<file path="src/rtl/ppg_pkg.sv">
package ppg_pkg;
    typedef enum logic [0:0] {
        G_IDLE   = 1'b0,
        G_MARGIN = 1'b1
    } grp_state_e;

    localparam logic [1:0] ADDR_STAGE = 2'd0;
    localparam logic [1:0] ADDR_EN    = 2'd1;
    localparam logic [1:0] ADDR_TSEL  = 2'd2;
    localparam logic [1:0] ADDR_MODE  = 2'd3;
endpackage

</file>
<file path="src/rtl/ppg_regs.sv">
module ppg_regs
    import ppg_pkg::*;
#(
    parameter int GROUPS = 4,
    parameter int GW     = 4,
    parameter int SELW   = 2,
    localparam int OUT_W = GROUPS * GW,
    localparam int PSW   = GROUPS * SELW
) (
    input  logic              clk,
    input  logic              rst_n,
    input  logic              wr_en,
    input  logic [1:0]        wr_addr,
    input  logic [OUT_W-1:0]  wr_data,
    output logic [OUT_W-1:0]  stage_q,
    output logic [OUT_W-1:0]  en_q,
    output logic [PSW-1:0]    psel_q,
    output logic [PSW-1:0]    msel_q,
    output logic [GROUPS-1:0] inv_q,
    output logic [GROUPS-1:0] nov_q
);
    always_ff @(posedge clk) begin
        if (!rst_n) begin
            stage_q <= '0;
            en_q    <= '0;
            psel_q  <= '0;
            msel_q  <= '0;
            inv_q   <= '0;
            nov_q   <= '0;
        end else if (wr_en) begin
            unique case (wr_addr)
                ADDR_STAGE: stage_q <= wr_data;
                ADDR_EN:    en_q    <= wr_data;
                ADDR_TSEL: begin
                    psel_q <= wr_data[PSW-1:0];
                    msel_q <= wr_data[2*PSW-1:PSW];
                end
                ADDR_MODE: begin
                    inv_q <= wr_data[GROUPS-1:0];
                    nov_q <= wr_data[2*GROUPS-1:GROUPS];
                end
            endcase
        end
    end
endmodule

</file>
<file path="src/rtl/ppg_group.sv">
module ppg_group
    import ppg_pkg::*;
#(
    parameter int GW    = 4,
    parameter int SELW  = 2,
    localparam int NTRIG = 1 << SELW
) (
    input  logic             clk,
    input  logic             rst_n,
    input  logic [NTRIG-1:0] cmp_match,
    input  logic [SELW-1:0]  psel,
    input  logic [SELW-1:0]  msel,
    input  logic             nov,
    input  logic [GW-1:0]    stage,
    input  logic [GW-1:0]    en,
    output logic [GW-1:0]    out_q,
    output logic             done_q
);
    grp_state_e    state_q, state_d;
    logic [GW-1:0] pend_q, pend_d, out_d;
    logic          done_d;
    logic          ptrig, mtrig;
    logic [GW-1:0] rise, fall;

    assign ptrig = cmp_match[psel];
    assign mtrig = cmp_match[msel];
    assign rise  = en & stage & ~out_q;
    assign fall  = en & ~stage & out_q;

    always_comb begin
        state_d = state_q;
        out_d   = out_q;
        pend_d  = pend_q;
        done_d  = 1'b0;
        unique case (state_q)
            G_IDLE: begin
                if (ptrig) begin
                    if (nov) begin
                        out_d   = out_q & ~fall;
                        pend_d  = rise;
                        state_d = G_MARGIN;
                    end else begin
                        out_d  = (out_q & ~en) | (stage & en);
                        done_d = 1'b1;
                    end
                end
            end
            G_MARGIN: begin
                if (mtrig) begin
                    out_d   = out_q | pend_q;
                    pend_d  = '0;
                    done_d  = 1'b1;
                    state_d = G_IDLE;
                end
            end
        endcase
    end

    always_ff @(posedge clk) begin
        if (!rst_n) state_q <= G_IDLE;
        else        state_q <= state_d;
    end

    always_ff @(posedge clk) begin
        if (!rst_n) begin
            out_q  <= '0;
            pend_q <= '0;
            done_q <= 1'b0;
        end else begin
            out_q  <= out_d;
            pend_q <= pend_d;
            done_q <= done_d;
        end
    end
endmodule

</file>
<file path="src/rtl/pattern_pulse_gen.sv">
module pattern_pulse_gen #(
    parameter int GROUPS = 4,
    parameter int GW     = 4,
    parameter int SELW   = 2,
    localparam int OUT_W = GROUPS * GW,
    localparam int NTRIG = 1 << SELW,
    localparam int PSW   = GROUPS * SELW
) (
    input  logic              clk,
    input  logic              rst_n,
    input  logic              wr_en,
    input  logic [1:0]        wr_addr,
    input  logic [OUT_W-1:0]  wr_data,
    input  logic [NTRIG-1:0]  cmp_match,
    output logic [OUT_W-1:0]  pulse_out,
    output logic [GROUPS-1:0] xfer_done
);
    logic [OUT_W-1:0]  stage_q, en_q, level_q;
    logic [PSW-1:0]    psel_q, msel_q;
    logic [GROUPS-1:0] inv_q, nov_q;

    ppg_regs #(.GROUPS(GROUPS), .GW(GW), .SELW(SELW)) u_regs (
        .clk(clk), .rst_n(rst_n), .wr_en(wr_en), .wr_addr(wr_addr),
        .wr_data(wr_data), .stage_q(stage_q), .en_q(en_q),
        .psel_q(psel_q), .msel_q(msel_q), .inv_q(inv_q), .nov_q(nov_q)
    );

    for (genvar g = 0; g < GROUPS; g++) begin : g_grp
        ppg_group #(.GW(GW), .SELW(SELW)) u_grp (
            .clk(clk), .rst_n(rst_n), .cmp_match(cmp_match),
            .psel(psel_q[g*SELW +: SELW]), .msel(msel_q[g*SELW +: SELW]),
            .nov(nov_q[g]), .stage(stage_q[g*GW +: GW]), .en(en_q[g*GW +: GW]),
            .out_q(level_q[g*GW +: GW]), .done_q(xfer_done[g])
        );
        assign pulse_out[g*GW +: GW] = level_q[g*GW +: GW] ^ {GW{inv_q[g]}};
    end
endmodule

</file>
<file path="config.mk">
export PLATFORM = sky130hd
export DESIGN_NAME = pattern_pulse_gen
export DESIGN_NICKNAME = d
export VERILOG_FILES = /design/src/rtl/ppg_pkg.sv /design/src/rtl/ppg_regs.sv /design/src/rtl/ppg_group.sv /design/src/rtl/pattern_pulse_gen.sv
export SDC_FILE = /design/constraint.sdc
export NUM_CORES = 1
export LEC_CHECK = 0
export ABC_AREA = 1
export CORE_MARGIN = 2
export CORE_UTILIZATION = 61
export DETAILED_ROUTE_END_ITERATION = 10
export GPL_TIMING_DRIVEN = 0
export HOLD_SLACK_MARGIN = 0.12
export PLACE_DENSITY = 0.84
export REMOVE_ABC_BUFFERS = 1
export SYNTH_ARGS = -nofsm -noshare
export SYNTH_HDL_FRONTEND = slang
export SYNTH_SLANG_ARGS = --single-unit
</file>
<file path="constraint.sdc">
create_clock -name clk -period 3.35 [get_ports clk]
set_input_delay 0.5025 -clock clk [delete_from_list [all_inputs] [get_ports clk]]
set_output_delay 0.5025 -clock clk [all_outputs]
set_load 0.05 [all_outputs]
</file>
==> results of run 1 <==
-- layout make-up --
type / count / area, um^2
clock buffers: 11 / 151
clock inverters: 4 / 53.8
fillers: 616 / 2030
inverters: 70 / 268
multi-input cells: 453 / 2290
flip-flops and latches: 96 / 1920
well taps: 99 / 124
repair buffers: 45 / 455
-- layer usage --
layer / GRT usage, % / vias up / part of all wire (%)
met5: 0 / - / 0
met3: 3.49 / 13 / 5.6
met1: 33.1 / 1997 / 44
met2: 44.4 / 127 / 49
met4: 9.47 / 0 / 1.2
li1: - / 2167 / -
-- through the flow --
| step | setup slack (ps) | utilization, % | instance area, um^2 | cells | power, uW |
|---|---|---|---|---|---|
| floorplan | 1650 | - | 4480 | 619 | 1620 |
| global placement | -529 | 69.2 | 5040 | 762 | 1780 |
| detailed placement | 858 | 69.4 | 5060 | 763 | 1790 |
| CTS | 968 | 72.2 | 5260 | 778 | 2560 |
| global route | 882 | 72.2 | 5260 | 778 | 2660 |
| finish | 992 | 72.2 | 5260 | 778 | 2550 |
-- Yosys cell counts, types with 2 or more instances --
library cell	number
nand3_1	38
o22ai_1	5
inv_2	7
nand3_2	12
nor2_1	89
a21oi_1	71
nand2_1	109
nand2_4	8
o21a_1	2
clkbuf_8	2
clkbuf_1	12
o31ai_1	5
buf_2	6
nand4_2	2
xor2_1	16
nand2_2	6
dfxtp_1	96
buf_4	6
nor3_1	14
inv_1	61
o211ai_1	8
inv_4	2
o21ai_0	65
-- power by group --
group	internal (uW)	switching, uW
clock network	383	396
registers	1210	51.0
logic	180	329
-- critical path, delay by kind of cell, from the launching register on --
kind	cells	cell delay, ps
XOR/XNOR	1	180
buffers and inverters	1	820
flip-flops	1	500
-- worst paths after layout --
check | startpoint | endpoint | cells after the start
max | u_regs.inv_q[2] | pulse_out[11] | 2
min | u_regs.stage_q[8] | u_regs.stage_q[8] | 2
max reg2reg | g_grp[1].u_grp.state_q | register | 7
min reg2reg | u_regs.stage_q[8] | u_regs.stage_q[8] | 2
-- cell families after synthesis --
family	Yosys count
AND/OR/NAND/NOR	281
AO/OA/AOI/OAI	156
buffers and inverters	98
flip-flops	96
XOR/XNOR	16
==> reports/metrics.csv, run 1 <==
stage,metric,value,unit
drt,drt_iter0_drc,275,
placement,hpwl,7360,um
global_routing,grt_max_degree,50,
yosys,synth_top_family_by_area,simple AND/OR/NAND/NOR gates,
clock_tree,h-tree-depth,3,
yosys,synth_simple_gate_area_share,28.5,%
yosys,avgSynthCellArea,7.17,um^2
setup_path,critPathCaptureType,primary output,
setup_path,crit_type,reg2out,
cells_and_area,final_cell_mix,"nand2_1, dfxtp_1, nor2_1, a21oi_1, o21ai_0",
setup_path,crit_path_top_delay_cell,clkdlybuf4s50_1,
yosys,yosysWarningCount,0,
setup_path,cp_cell_sequence,xor2_1 -> clkdlybuf4s50_1,
setup_path,cp.required,2850,ps
cells_and_area,diodes,0,
floorplanning,start_util,63.7,%
yosys,synth_top_area_share,41.4,%
power,p_per_area,484,nW/um^2
clock_tree,clock_latency,360,ps
clock_tree,cts.clk_slew.worst_paths,80,ps
drt,routed_wl,10400,um
job,maxCapViolations,0,
setup_path,cpPeakStageDelay,820,ps
yosys,yosysTopAreaCell,dfxtp_1,
yosys,ys_seq_area_share,41.4,%
floorplanning,die_w,91.2,um
clock_tree,clk_path_buf_depth,2,
sta,min_period,2360,ps
sta,drv_slew,0,
clock_tree,postCtsSetupBuffers,0,
cells_and_area,area_delta_synth_final,13.4,%
sta,max_freq,424,MHz
yosys,synth_flop_cell,dfxtp_1,
clock_tree,cts_root_buf,clkbuf_8,
setup_path,worstPathArrival,1860,ps
drt,drt-vias-per-instance,5.53,
yosys,synthesis.area,4640,um^2
global_routing,grt_pass1_vias,3892,
setup_path,r2r_slack,1790,ps
drt,routedWlPerCell,13.4,um
clock_tree,hold_buffers,0,
cells_and_area,final_common_cell,nand2_1,
yosys,synthMuxAreaShare,0,%
yosys,synth_fa_ha_area_share,0,%
sta,period_share,70.4,%
global_routing,overflow,0,
floorplanning,core-area,7290,um^2
sta,setup_viol,0,
power,power.leakage,0.00228,uW
yosys,syn-instance-count,647,
global_routing,grt.total_usage,25.8,%
drt,vias,4304,
power,ir_drop,0.260,mV
drt,drtAntennaViolNets,0,
cells_and_area,drive_gt1_share,8.39,%
cells_and_area,fin_nets,700,
clock_tree,cts_tree,yes,
drt,drcViolationCount,0,
placement,gp_congestion,0.859,
setup_path,start_kind,register,
sta,fin_worst_skew,11.1,ps
sta,rsz0062_at_grt,no,
setup_path,critPathMaxFanout,5,
floorplanning,num_io_pins,45,
clock_tree,cts.repair.resized,0,
global_routing,grt_pass1_wl,17600,um
clock_tree,clock_sinks,96,
floorplanning,die_height,91.2,um
floorplanning,die-area,8320,um^2
status,status,"complete, no violations",
yosys,synth-xor-area-share,3.02,%
yosys,synth_area_leaders,"dfxtp_1, nand2_1, a21oi_1",
sta,whs,478,ps
sta,tightestPinTransition,842,ps
yosys,synth-compound-area-share,17.8,%
yosys,synth.distinct_cells,28,
floorplanning,core.rowCount,31,
sta,setup_tns,0,ps
yosys,ys_async_sr_fraction,0,%
placement,io_buffers,44,
sta,relSlewSlack,43.8,%
yosys,synth-edff-count,0,
drt,first_pass_iters,4,
clock_tree,cts_buffers,9,
min_path,hp-class,reg2reg,
yosys,ys_ff_latch,96,
global_routing,antenna_found_initial,0,
sta,final-hold-violation-count,0,
No activity file was read; power rests on OpenSTA's default activity.
==> inputs of run 2 (changes only) <==
CORE_UTILIZATION = 57   (was 61)
PLACE_DENSITY = 0.8   (was 0.84)
clock period = 2.2 ns   (was 3.35 ns; I/O delays follow)
==> run 2 against run 1 <==
Effect of this change:
- clock power grew 63%
- sequential cell count is the same
- via count shrank 1.3%
- non-clock buffer count is the same
- clock-buffer cell count shrank 1
- highest routed layer unchanged
==> reports/metrics.csv, run 2 (synthesis gave the netlist of run 1 again) <==
stage,metric,value,unit
drt,vias,4249,
cells_and_area,area_delta_synth_final,14.7,%
floorplanning,die-area,8880,um^2
cells_and_area,fin_nets,700,
global_routing,grt.total_usage,24.9,%
placement,place_area,5060,um^2
sta,max_freq,520,MHz
min_path,hp-start,rst_n,
cells_and_area,final_common_cell,nand2_1,
drt,routed_wl,10800,um
floorplanning,core-area,7810,um^2
sta,rsz0062_at_grt,no,
cells_and_area,final_cell_mix,"nand2_1, dfxtp_1, nor2_1, a21oi_1, o21ai_0",
setup_path,r2r_cells,7,
sta,fin_worst_skew,11.5,ps
clock_tree,cts_tree,yes,
setup_path,crit_cells,6,
setup_path,critPathMaxFanout,25,
power,p_seq_share,48.3,%
status,status,"complete, no violations",
drt,routedWlPerCell,13.8,um
power,power.leakage,0.00255,uW
power,combPwrFrac,19.6,%
global_routing,overflow,0,
sta,final-hold-violation-count,0,
power,switching_share,30.0,%
setup_path,cpLargestDelayFamily,buffers and inverters,
setup_path,reg2reg_from,g_grp[1].u_grp.state_q,
power,intPower,2770,uW
floorplanning,start_util,59.5,%
setup_path,critPathCaptureType,register,
setup_path,worst-path-buf-inv,2,
drt,drt_iter0_drc,202,
sta,period_share,87.5,%
sta,fin_ws,276,ps
global_routing,antenna_found_initial,0,
floorplanning,num_io_pins,45,
clock_tree,clock_sinks,96,
cells_and_area,post-route-util,68.2,%
setup_path,cp.required,2450,ps
power,p_sw,1190,uW
global_routing,grt_pass1_vias,3946,
min_path,whs_path_depth,3,
job,maxCapViolations,0,
sta,drv_slew,0,
cells_and_area,final_area,5320,um^2
power,ir_drop,0.488,mV
cells_and_area,diodes,0,
clock_tree,clk_path_buf_depth,2,
setup_path,cp_common_cell,nor2_1,
sta,tightestPinTransition,853,ps
setup_path,cpPeakStageDelay,600,ps
sta,relSlewSlack,43.1,%
power,p_per_area,745,nW/um^2
power,clkPwrFrac,32.1,%
drt,drcViolationCount,0,
clock_tree,clock_latency,360,ps
sta,setup_viol,0,
setup_path,worstPathArrival,2180,ps
placement,io_buffers,44,
min_path,hp-class,in2reg,
global_routing,grt_max_degree,67,
drt,first_pass_iters,5,
global_routing,grt_pass1_wl,17800,um
placement,dpl_worst_slack,-87.9,ps
setup_path,crit_path_top_delay_cell,nand2_1,
placement,gp_congestion,0.851,
setup_path,cp_cell_sequence,clkdlybuf4s50_1 -> nor2_1 -> nand2_1 -> inv_1 -> nor2_1 -> nor2_1,
sta,setup_tns,0,ps
floorplanning,die_height,94.2,um
cells_and_area,drive_gt1_share,8.53,%
clock_tree,postCtsSetupBuffers,0,
placement,hpwl,7440,um
clock_tree,cts_root_buf,clkbuf_8,
clock_tree,cts_buffers,9,
floorplanning,core.rowCount,32,
clock_tree,cts.clk_slew.worst_paths,90,ps
sta,min_period,1920,ps
floorplanning,die_w,94.2,um
setup_path,start_kind,input port,
setup_path,worstSetupStartpoint,wr_addr[1],
setup_path,r2r_slack,610,ps
drt,drtAntennaViolNets,0,
drt,drt-vias-per-instance,5.43,
setup_path,crit_type,in2reg,
clock_tree,h-tree-depth,3,
## run 2: changes by cell type in the layout (fill, tap and decap cells not counted)
cell | before | now
clkinv_4 | 1 | 0
dlymetal6s2s_1 | 0 | 16
clkbuf_8 | 11 | 10
clkinv_2 | 0 | 3
clkdlybuf4s50_1 | 43 | 27
bufinv_16 | 1 | 2
clkinvlp_4 | 2 | 1
## run 2: worst min-delay path, delay by kind of cell
family                 cells  cell delay (ps)
and+or+nand+nor            2              160
buffers and inverters      1              270
## run 2: worst max-delay path by stage
stage / to / slack, ps
3_3_place_gp: g_grp[0].u_grp.done_q / -1510
6_report: u_regs.stage_q[0] / 280
2_1_floorplan: pulse_out[0] / 670
4_1_cts: pulse_out[2] / 6
5_1_grt: u_regs.stage_q[6] / 110
3_5_place_dp: u_regs.stage_q[0] / -90
## run 2: power by group through the flow
stage	clock network (uW)	logic [uW]	registers (uW)
3_5_place_dp	0	773	1950
6_report	1270	776	1910
4_1_cts	1290	778	1910
2_1_floorplan	0	498	1960
3_3_place_gp	0	757	1950
5_1_grt	1360	846	1930
## run 2: area by class of cell
| class | instances | area (um^2) |
|---|---|---|
| clock buffer | 10 | 138 |
| multi-input combinational | 453 | 2290 |
| timing repair buffer | 45 | 495 |
| inverter | 70 | 268 |
| fill | 689 | 2480 |
| clock inverter | 6 | 82.6 |
| tap | 102 | 128 |
| sequential | 96 | 1920 |
## run 2: metrics by stage
| step | power, uW | hold WS (ps) | std cells |
|---|---|---|---|
| 2_1_floorplan | 2460 | 438 | 619 |
| 3_3_place_gp | 2710 | 454 | 765 |
| 3_5_place_dp | 2730 | 458 | 766 |
| 4_1_cts | 3990 | 418 | 782 |
| 6_report | 3960 | 438 | 782 |
| 5_1_grt | 4140 | 437 | 782 |
## run 2: repair_timing
item,4_1_cts,5_1_grt
hold buffers,0,0
gates resized for setup,0,16
setup endpoints to repair,0,16
## run 2: routing by layer
layer | global-route usage (%) | vias to the layer above | share of wire [%]
met5 | 0 | - | 0
met4 | 7.37 | 0 | 1.6
met3 | 5.38 | 17 | 4.9
met2 | 41.7 | 122 | 48
met1 | 32.2 | 1947 | 46
li1 | - | 2163 | -
==> inputs of run 3 (changes only) <==
CAP_MARGIN = 40   (was unset)
==> run 3 against run 2 <==
Effect of this change:
- critical endpoint is now u_regs.stage_q[7]
- largest power group unchanged
- sequential cell count unchanged
- utilization up 0.48 points
- critical path depth unchanged
- critical path type unchanged
- final area up 0.71%
- sequential share of layout area down 0.25 points
- clock-buffer cell count unchanged
- global-route usage up 0.39 points
- hold slack worse by 31 ps
- combinational power up 0.8%
- cell count up 0.13%
==> reports/metrics.csv, run 3 (synthesis gave the netlist of run 1 again) <==
stage,metric,value,unit
status,status,"complete, no violations",
cells_and_area,fin_cells,783,
floorplanning,core-area,7810,um^2
clock_tree,clk_path_buf_depth,2,
sta,setup_tns,0,ps
drt,drt-vias-per-instance,5.50,
setup_path,cp.required,2450,ps
cells_and_area,diodes,0,
drt,drtAntennaViolNets,0,
job,maxCapViolations,0,
placement,gp_congestion,0.851,
sta,final-hold-violation-count,0,
sta,setup_viol,0,
sta,rsz0062_at_grt,no,
setup_path,r2r_slack,600,ps
floorplanning,core.rowCount,32,
clock_tree,cts_tree,yes,
placement,hpwl,7540,um
cells_and_area,drive_gt1_share,8.66,%
cells_and_area,area_delta_synth_final,15.5,%
global_routing,grt.total_usage,25.3,%
clock_tree,cts_root_buf,clkbuf_8,
placement,io_buffers,44,
cells_and_area,final_cell_mix,"nand2_1, dfxtp_1, nor2_1, a21oi_1, o21ai_0",
floorplanning,die-area,8880,um^2
setup_path,critPathMaxFanout,25,
sta,drv_slew,0,
global_routing,grt_pass1_wl,18000,um
cells_and_area,nFillCells,672,
floorplanning,die_w,94.2,um
floorplanning,start_util,59.5,%
drt,first_pass_iters,5,
drt,vias,4309,
global_routing,grt_pass1_vias,3914,
power,power.leakage,0.00256,uW
placement,dpl_worst_slack,-93.1,ps
cells_and_area,fin_nets,701,
floorplanning,die_height,94.2,um
sta,relSlewSlack,43.9,%
clock_tree,h-tree-depth,3,
floorplanning,num_io_pins,45,
clock_tree,clock_sinks,96,
setup_path,critPathCaptureType,register,
setup_path,worstPathArrival,2180,ps
cells_and_area,final_common_cell,nand2_1,
drt,drcViolationCount,0,
sta,min_period,1930,ps
setup_path,crit_type,in2reg,
power,ir_drop,0.457,mV
power,p_per_area,746,nW/um^2
cells_and_area,post-route-util,68.7,%
sta,period_share,87.6,%
drt,routedWlPerCell,13.8,um
global_routing,antenna_found_initial,0,
clock_tree,postCtsSetupBuffers,0,
clock_tree,cts.clk_slew.worst_paths,100,ps
setup_path,start_kind,input port,
sta,tightestPinTransition,840,ps
sta,max_freq,519,MHz
global_routing,grt_max_degree,36,
clock_tree,clock_latency,370,ps
min_path,hp-class,in2reg,
placement,dp.cells,767,
drt,routed_wl,10800,um
sta,fin_ws,273,ps
sta,fin_worst_skew,13.5,ps
clock_tree,cts_buffers,9,
drt,drt_iter0_drc,258,
global_routing,overflow,0,
[run 3: changes by cell type in the layout (fill, tap and decap cells not counted)]
cell / previous run / this run
clkinvlp_4: 1 / 2
buf_16: 0 / 1
clkinv_2: 3 / 0
clkinv_4: 0 / 2
[run 3: power breakdown]
group | internal (uW) | total, uW | switching, uW | leakage [uW]
clock | 675 | 1300 | 629 | 0.000109
combinational | 275 | 782 | 507 | 0.00167
sequential | 1840 | 1920 | 77.1 | 0.000784
[run 3: final cells by class]
class | instances | area (um^2) | area share, %
multi-input cells | 453 | 2290 | 42.7
inverters | 70 | 268 | 5.00
clock buffers | 10 | 138 | 2.57
repair buffers | 46 | 523 | 9.76
well taps | 102 | 128 | 2.38
clock inverters | 6 | 92.6 | 1.73
flip-flops and latches | 96 | 1920 | 35.9
[run 3: per-layer routing]
metal / global-route usage [%] / vias to the layer above / part of all wire [%]
met3: 4.09 / 18 / 5.6
met4: 7.73 / 0 / 1.6
li1: - / 2171 / -
met2: 42.6 / 138 / 48
met1: 33.2 / 1982 / 45
met5: 0 / - / 0
[run 3: path summary, 6_finish.rpt]
kind,from,to,depth (start not counted)
setup / recovery,wr_addr[1],u_regs.stage_q[7],6
setup reg to reg,g_grp[1].u_grp.state_q,register,7
hold / removal,rst_n,register,3
hold reg to reg,u_regs.stage_q[10],u_regs.stage_q[10],2
[run 3: repair_timing]
action,4_1_cts,5_1_grt
setup endpoints to repair,0,16
resized for setup,0,16
hold buffers,0,0
[run 3: critical path, cell delays in order]
cell	delay, ps
clkdlybuf4s50_1	570
nor2_1	70
nand2_1	600
inv_1	370
nor2_1	180
nor2_1	60
[run 3: through the flow]
step                instance area, um^2  hold WS (ps)  power [uW]
floorplan                          4480           438        2460
global placement                   5050           454        2710
detailed placement                 5090           458        2730
CTS                                5320           395        4020
global route                       5360           423        4180
finish                             5360           407        4000
